**src/rtl/ecnt_pkg.sv**
```systemverilog
package ecnt_pkg;
  typedef enum logic [1:0] {
    EDGE_RISE  = 2'b00,
    EDGE_FALL  = 2'b01,
    EDGE_BOTH  = 2'b10,
    EDGE_BOTH2 = 2'b11
  } edge_sel_e;

  localparam int ADDR_W = 3;
  localparam logic [ADDR_W-1:0] A_CTRL   = 3'd0;
  localparam logic [ADDR_W-1:0] A_START  = 3'd1;
  localparam logic [ADDR_W-1:0] A_MATCH  = 3'd2;
  localparam logic [ADDR_W-1:0] A_COUNT  = 3'd3;
  localparam logic [ADDR_W-1:0] A_STATUS = 3'd4;
endpackage

```
**src/rtl/ecnt_edge_qual.sv**
```systemverilog
module ecnt_edge_qual #(
  parameter int SYNC_STAGES = 2,
  parameter int HOLD        = 2
) (
  input  logic clk,
  input  logic rst,
  input  logic pin_i,
  output logic rise_o,
  output logic fall_o
);
  localparam int RW = $clog2(HOLD + 1);

  logic [SYNC_STAGES-1:0] sync_q;
  logic                   samp;
  logic                   lvl_q;
  logic [RW-1:0]          run_q;

  generate
    for (genvar i = 0; i < SYNC_STAGES; i++) begin : g_sync
      always_ff @(posedge clk) begin
        if (rst) sync_q[i] <= 1'b0;
        else if (i == 0) sync_q[i] <= pin_i;
        else sync_q[i] <= sync_q[(i == 0) ? 0 : i-1];
      end
    end
  endgenerate

  assign samp = sync_q[SYNC_STAGES-1];

  always_ff @(posedge clk) begin
    if (rst) begin
      lvl_q  <= 1'b0;
      run_q  <= '0;
      rise_o <= 1'b0;
      fall_o <= 1'b0;
    end else begin
      rise_o <= 1'b0;
      fall_o <= 1'b0;
      if (samp != lvl_q) begin
        if (run_q == RW'(HOLD - 1)) begin
          lvl_q  <= samp;
          run_q  <= '0;
          rise_o <= samp;
          fall_o <= ~samp;
        end else begin
          run_q <= run_q + 1'b1;
        end
      end else begin
        run_q <= '0;
      end
    end
  end

  generate
    if (HOLD >= 2) begin : g_chk
      // an accepted rising edge saw two high samples in a row
      assert_rise_width_R6: assert property (@(posedge clk) disable iff (rst)
        rise_o |-> ($past(samp) && $past(samp, 2)));
      // an accepted falling edge saw two low samples in a row
      assert_fall_width_R6: assert property (@(posedge clk) disable iff (rst)
        fall_o |-> (!$past(samp) && !$past(samp, 2)));
    end
  endgenerate
endmodule

```
**src/rtl/ecnt_core.sv**
```systemverilog
module ecnt_core
  import ecnt_pkg::*;
#(
  parameter int CW = 16
) (
  input  logic          clk,
  input  logic          rst,
  input  logic          rise_i,
  input  logic          fall_i,
  input  logic [1:0]    sel_i,
  input  logic [CW-1:0] start_i,
  input  logic [CW-1:0] match_i,
  input  logic          start_we_i,
  input  logic [CW-1:0] start_wdata_i,
  input  logic          ctrl_we_i,
  input  logic          ctrl_en_i,
  output logic [CW-1:0] count_o,
  output logic          en_o,
  output logic          hit_o
);
  logic          qual;
  logic [CW-1:0] dec;
  logic          hit_now;

  always_comb begin
    case (sel_i)
      EDGE_RISE: qual = rise_i;
      EDGE_FALL: qual = fall_i;
      default:   qual = rise_i | fall_i;
    endcase
  end

  assign dec     = count_o - 1'b1;
  assign hit_now = en_o && qual && (dec == match_i);

  always_ff @(posedge clk) begin
    if (rst) begin
      count_o <= '1;
      en_o    <= 1'b0;
      hit_o   <= 1'b0;
    end else begin
      hit_o <= hit_now;
      if (ctrl_we_i)    en_o <= ctrl_en_i;
      else if (hit_now) en_o <= 1'b0;

      if (start_we_i && !en_o) count_o <= start_wdata_i;
      else if (hit_o)          count_o <= start_i;
      else if (en_o && qual)   count_o <= dec;
    end
  end

  // a match leaves the channel disabled unless software wrote CTRL
  assert_self_stop_R3: assert property (@(posedge clk) disable iff (rst)
    (hit_o && !$past(ctrl_we_i)) |-> !en_o);
  // the clock after a match reloads the start value
  assert_reload_R4: assert property (@(posedge clk) disable iff (rst)
    (hit_o && !start_we_i) |=> (count_o == $past(start_i)));
  // a disabled channel does not move its counter
  assert_hold_R5: assert property (@(posedge clk) disable iff (rst)
    (!en_o && !start_we_i && !hit_o) |=> $stable(count_o));
endmodule

```
**src/rtl/ecnt_regs.sv**
```systemverilog
module ecnt_regs
  import ecnt_pkg::*;
#(
  parameter int CW = 16
) (
  input  logic              clk,
  input  logic              rst,
  input  logic [ADDR_W-1:0] addr_i,
  input  logic              wr_i,
  input  logic [CW-1:0]     wdata_i,
  input  logic [CW-1:0]     count_i,
  input  logic              en_i,
  input  logic              hit_i,
  output logic [CW-1:0]     start_o,
  output logic [CW-1:0]     match_o,
  output logic [1:0]        sel_o,
  output logic              start_we_o,
  output logic              ctrl_we_o,
  output logic              ctrl_en_o,
  output logic [CW-1:0]     rdata_o,
  output logic              irq_o
);
  logic mask_q;
  logic raw_q;
  logic clr_req;
  logic [CW-1:0] rd_mux;

  assign start_we_o = wr_i && (addr_i == A_START);
  assign ctrl_we_o  = wr_i && (addr_i == A_CTRL);
  assign ctrl_en_o  = wdata_i[0];
  assign clr_req    = wr_i && (addr_i == A_STATUS) && wdata_i[0];

  always_ff @(posedge clk) begin
    if (rst) begin
      start_o <= '1;
      match_o <= '0;
      sel_o   <= EDGE_RISE;
      mask_q  <= 1'b0;
      raw_q   <= 1'b0;
      irq_o   <= 1'b0;
    end else begin
      if (start_we_o) start_o <= wdata_i;
      if (wr_i && (addr_i == A_MATCH)) match_o <= wdata_i;
      if (ctrl_we_o) begin
        sel_o  <= wdata_i[2:1];
        mask_q <= wdata_i[3];
      end
      if (hit_i)        raw_q <= 1'b1;
      else if (clr_req) raw_q <= 1'b0;
      irq_o <= raw_q && mask_q;
    end
  end

  always_comb begin
    rd_mux = '0;
    case (addr_i)
      A_CTRL:   rd_mux[3:0] = {mask_q, sel_o, en_i};
      A_START:  rd_mux = start_o;
      A_MATCH:  rd_mux = match_o;
      A_COUNT:  rd_mux = count_i;
      A_STATUS: rd_mux[1:0] = {raw_q && mask_q, raw_q};
      default:  rd_mux = '0;
    endcase
  end

  always_ff @(posedge clk) begin
    if (rst) rdata_o <= '0;
    else     rdata_o <= rd_mux;
  end

  // a match from the counter always sets the raw flag
  assert_flag_set_R3: assert property (@(posedge clk) disable iff (rst)
    hit_i |=> raw_q);
  // the raw flag only drops through a write-one-to-clear
  assert_w1c_hold_R7: assert property (@(posedge clk) disable iff (rst)
    (raw_q && !clr_req) |=> raw_q);
endmodule

```
**src/rtl/edge_count_timer.sv**
```systemverilog
module edge_count_timer
  import ecnt_pkg::*;
#(
  parameter int CW          = 16,
  parameter int SYNC_STAGES = 2,
  parameter int HOLD        = 2
) (
  input  logic          clk,
  input  logic          rst,
  input  logic          evt_pin,
  input  logic [2:0]    reg_addr,
  input  logic          reg_wr,
  input  logic [CW-1:0] reg_wdata,
  output logic [CW-1:0] reg_rdata,
  output logic          irq
);
  logic          rise, fall;
  logic [1:0]    sel;
  logic [CW-1:0] start_v, match_v, count_v;
  logic          start_we, ctrl_we, ctrl_en, en, hit;

  ecnt_edge_qual #(.SYNC_STAGES(SYNC_STAGES), .HOLD(HOLD)) u_qual (
    .clk(clk), .rst(rst), .pin_i(evt_pin), .rise_o(rise), .fall_o(fall)
  );

  ecnt_core #(.CW(CW)) u_core (
    .clk(clk), .rst(rst), .rise_i(rise), .fall_i(fall), .sel_i(sel),
    .start_i(start_v), .match_i(match_v), .start_we_i(start_we),
    .start_wdata_i(reg_wdata), .ctrl_we_i(ctrl_we), .ctrl_en_i(ctrl_en),
    .count_o(count_v), .en_o(en), .hit_o(hit)
  );

  ecnt_regs #(.CW(CW)) u_regs (
    .clk(clk), .rst(rst), .addr_i(reg_addr), .wr_i(reg_wr),
    .wdata_i(reg_wdata), .count_i(count_v), .en_i(en), .hit_i(hit),
    .start_o(start_v), .match_o(match_v), .sel_o(sel),
    .start_we_o(start_we), .ctrl_we_o(ctrl_we), .ctrl_en_o(ctrl_en),
    .rdata_o(reg_rdata), .irq_o(irq)
  );
endmodule

```
**config.mk**
```make
export PLATFORM = sky130hd
export DESIGN_NAME = edge_count_timer
export DESIGN_NICKNAME = d
export VERILOG_FILES = /design/src/rtl/ecnt_pkg.sv /design/src/rtl/ecnt_edge_qual.sv /design/src/rtl/ecnt_core.sv /design/src/rtl/ecnt_regs.sv /design/src/rtl/edge_count_timer.sv
export SDC_FILE = /design/constraint.sdc
export NUM_CORES = 1
export LEC_CHECK = 0
export ABC_AREA = 1
export CORE_MARGIN = 5
export CORE_UTILIZATION = 45
export DETAILED_ROUTE_END_ITERATION = 12
export DONT_BUFFER_PORTS = 1
export GPL_TIMING_DRIVEN = 0
export MAX_ROUTING_LAYER = met4
export SYNTH_ARGS = -nofsm -noshare
export SYNTH_HDL_FRONTEND = slang
export SYNTH_SLANG_ARGS = --single-unit
export TNS_END_PERCENT = 30
```
**constraint.sdc**
```tcl
create_clock -name clk -period 3.5 [get_ports clk]
set_clock_uncertainty 0.1 [all_clocks]
set_input_delay 0.7 -clock clk [delete_from_list [all_inputs] [get_ports clk]]
set_output_delay 0.7 -clock clk [all_outputs]
set_load 0.02 [all_outputs]
```
==> impl_metrics.json <==
{
  "status": "completed",
  "die_w_microns": 105,
  "place_ws_ns": 1.11,
  "synthTopCellsByArea": "dfxtp_1 38%, nand2_1 12%, inv_1 8.3%, a21oi_1 5.0%, nand3_1 4.8%",
  "grt.overflow.total": 0,
  "p_per_area_nw_per_um2": 419,
  "maxCapViolCount": 0,
  "min-delay-path-class": "flip-flop to flip-flop",
  "grt_max_degree": 16,
  "finalInstanceArea_sq_um": 4430,
  "synthDistinctLibCells": 39,
  "worstPathRequired_ns": 3.63,
  "layout.cells.non_filler": 710,
  "io_pins": 40,
  "final_net_count": 622,
  "ir_drop_v": 0.000205,
  "setup_ws_ns": 1.23,
  "cts.htree.levels": 3,
  "route.detailed.drc": 0,
  "cpMostUsedCell": "o211ai_1",
  "yosysWarningCount": 0,
  "die_h_microns": 105,
  "seq_area_frac_synth_pct": 38.2,
  "timing.rr.start": "u_core.hit_o$_SDFF_PP0_",
  "cts_num_sinks": 78,
  "maxSlewViolCount": 0,
  "leakagePower_nw": 2.06,
  "worstSetupEndpointType": "flip-flop",
  "path_cells": "buf_2 -> inv_1 -> buf_1 -> o21ai_0 -> o211ai_1 -> o211ai_1",
  "final_core_util_pct": 50.3,
  "cts_buffers": 9,
  "whs_path_depth": 2,
  "synth-async-reset-ratio_pct": 0,
  "antennaDiodeCount": 0,
  "cp_top_family": "buffers and inverters",
  "cpMaxStageDelayCell": "buf_1",
  "place_inst": 694,
  "ys_ff_latch": 78,
  "synth-edff-count": 0,
  "initial_utilization_pct": 46.5,
  "holdPathEnd": "u_qual.samp$_SDFF_PP0_",
  "antenna_found_initial": 0,
  "via_count": 3971,
  "port_buffers": 0,
  "r2r_cells": 6,
  "dieArea_sq_um": 11100,
  "wl_per_cell_microns": 17.8,
  "synth_top_area_cell": "dfxtp_1",
  "clk_latency_ns": 0.37,
  "maxSlewHeadroom_pct": 43.3,
  "synth_common_cells": "130 x nand2_1, 90 x inv_1, 78 x dfxtp_1",
  "syn_area_sq_um": 4090,
  "synth_nets": 611,
  "post_drt_via_cell_ratio": 5.59,
  "ant_nets": 0,
  "placed_cell_area_sq_um": 4230,
  "areaGrowthSynthToFinish_pct": 8.28,
  "dr.pass1.iters": 4,
  "syn_inst": 586,
  "max_freq_ghz": 0.441,
  "cpPeakStageDelay_ns": 0.69,
  "routed_wirelength_microns": 12600,
  "r2r_end": "u_core.count_o[2]$_SDFFE_PP1P_",
  "path_clk_slew_ns": 0.09,
  "crit_buf_inv": 3,
  "setup-violations-final": 0,
  "drive_above_1_share_pct": 7.81,
  "grt_pass1_wl_microns": 20100,
  "rsz0062_at_grt": "no",
  "place.gp.congestion": 0.907,
  "worstPathArrival_ns": 2.40,
  "grt_usage_pct": 23.8,
  "cts_tree": "yes",
  "post_cts_resized": 0,
  "avgSynthCellArea_sq_um": 6.98,
  "worst_pin_slew_ns": 0.850,
  "cts.path.max_buffers": 2,
  "yosysMostFrequentCell": "nand2_1",
  "grt_pass1_vias": 3838,
  "hold_viol": 0,
  "drtIter0Drc": 263,
  "cts_root_buf": "clkbuf_8",
  "cp_max_fo": 10,
  "cp-start-kind": "flip-flop",
  "core-area_sq_um": 8810,
  "synthDominantCellAreaShare_pct": 38.2,
  "period_share_pct": 64.8,
  "fin_tns_setup_ns": 0,
  "regToRegSetupSlack_ns": 1.23,
  "num_rows": 34,
  "min-delay-start": "u_qual.sync_q[0]$_SDFF_PP0_",
  "critPathKind": "flip-flop to flip-flop",
  "cts_setup_buffers": 0,
  "synthFlopType": "dfxtp_1",
  "dpl.hpwl_microns": 8940,
  "period_minus_slack_ns": 2.27,
  "hold_buffers": 0
}
[worst max path at each step]
stage                              startpoint                             end  slack [ns]  cells after the start
5_1_grt        u_core.count_o[1]$_SDFFE_PP1P_         u_core.hit_o$_SDFF_PP0_        1.05                     12
6_report              u_core.hit_o$_SDFF_PP0_  u_core.count_o[2]$_SDFFE_PP1P_        1.23                      6
3_3_place_gp                      reg_addr[1]  u_regs.match_o[6]$_SDFFE_PP0P_        1.14                      7
4_1_cts               u_core.hit_o$_SDFF_PP0_  u_core.count_o[2]$_SDFFE_PP1P_        1.36                      6
2_1_floorplan                     reg_addr[0]  u_core.count_o[0]$_SDFFE_PP1P_        1.53                     12
3_5_place_dp                      reg_addr[1]  u_regs.match_o[4]$_SDFFE_PP0P_        1.11                      7
[stage by stage]
step                      hold slack (ns)  power [mW]
after CTS                           0.319        1.86
after global placement              0.306        1.15
final                               0.313        1.86
after detailed placement            0.305        1.15
after global routing                0.303        1.92
after floorplan                     0.288        1.10
[worst reg2reg max path, delay by kind of cell (launching register included)]
family / cells / cell delay [ns]
DFF: 1 / 0.30
AOI/OAI and AO/OA: 3 / 0.52
buffers and inverters: 3 / 1.21
[placed cells by master (no fill, tap or decap), types with 3 or more instances in the layout]
master / Yosys / routed
dfxtp_1: 78 / 78
nor2_2: 4 / 4
clkbuf_8: 0 / 9
xor2_1: 4 / 4
nand4_1: 3 / 3
o221ai_1: 11 / 11
o2111ai_1: 5 / 5
o211ai_1: 25 / 25
a221oi_1: 3 / 3
nor2_1: 45 / 45
buf_2: 4 / 4
o21ai_0: 36 / 36
nor3_1: 3 / 3
o21ai_1: 6 / 6
nor2_4: 3 / 3
o22ai_1: 11 / 11
clkbuf_1: 15 / 15
o21ai_2: 4 / 4
nand2_1: 130 / 130
inv_1: 90 / 90
nand3_1: 39 / 39
a21oi_1: 41 / 41
[layout make-up]
type	instances	area, sq um
Buffer	24	118
Clock buffer	9	124
Clock inverter	7	80.1
Fill cell	913	4370
Inverter	95	362
Multi-Input combinational cell	389	2050
Sequential cell	78	1560
Tap cell	108	135
[power by group]
group | switching [mW] | internal, mW
sequential | 0.0356 | 0.920
clock | 0.384 | 0.339
combinational | 0.119 | 0.0569
total | 0.539 | 1.32
[state kept, by name, indices dropped and copies added (netlist names), 2 cells and up]
name / flops
u_core.count_o: 16
u_qual.run_q: 2
u_regs.match_o: 16
u_regs.rdata_o: 16
u_regs.sel_o: 2
u_regs.start_o: 16
[cell families after synthesis]
kind of cell / synth area share, %
and+or+nand+nor: 25.3
AOI/OAI and AO/OA: 22.2
buffers and inverters: 11.7
DFF: 38.2
xor gates and xnor gates: 1.96
adders and majority gates: 0.611
[metal layers]
layer  routed length [microns]  global-route usage [%]  vias to the layer above
li1                          -                       -                     1964
met1                      5740                    31.6                     1814
met2                      5640                    35.8                      168
met3                       999                    5.26                       25
met4                       247                    8.25                        0
met5                         0                       -                        -
Note: power is estimated with default switching activity, not from simulation.
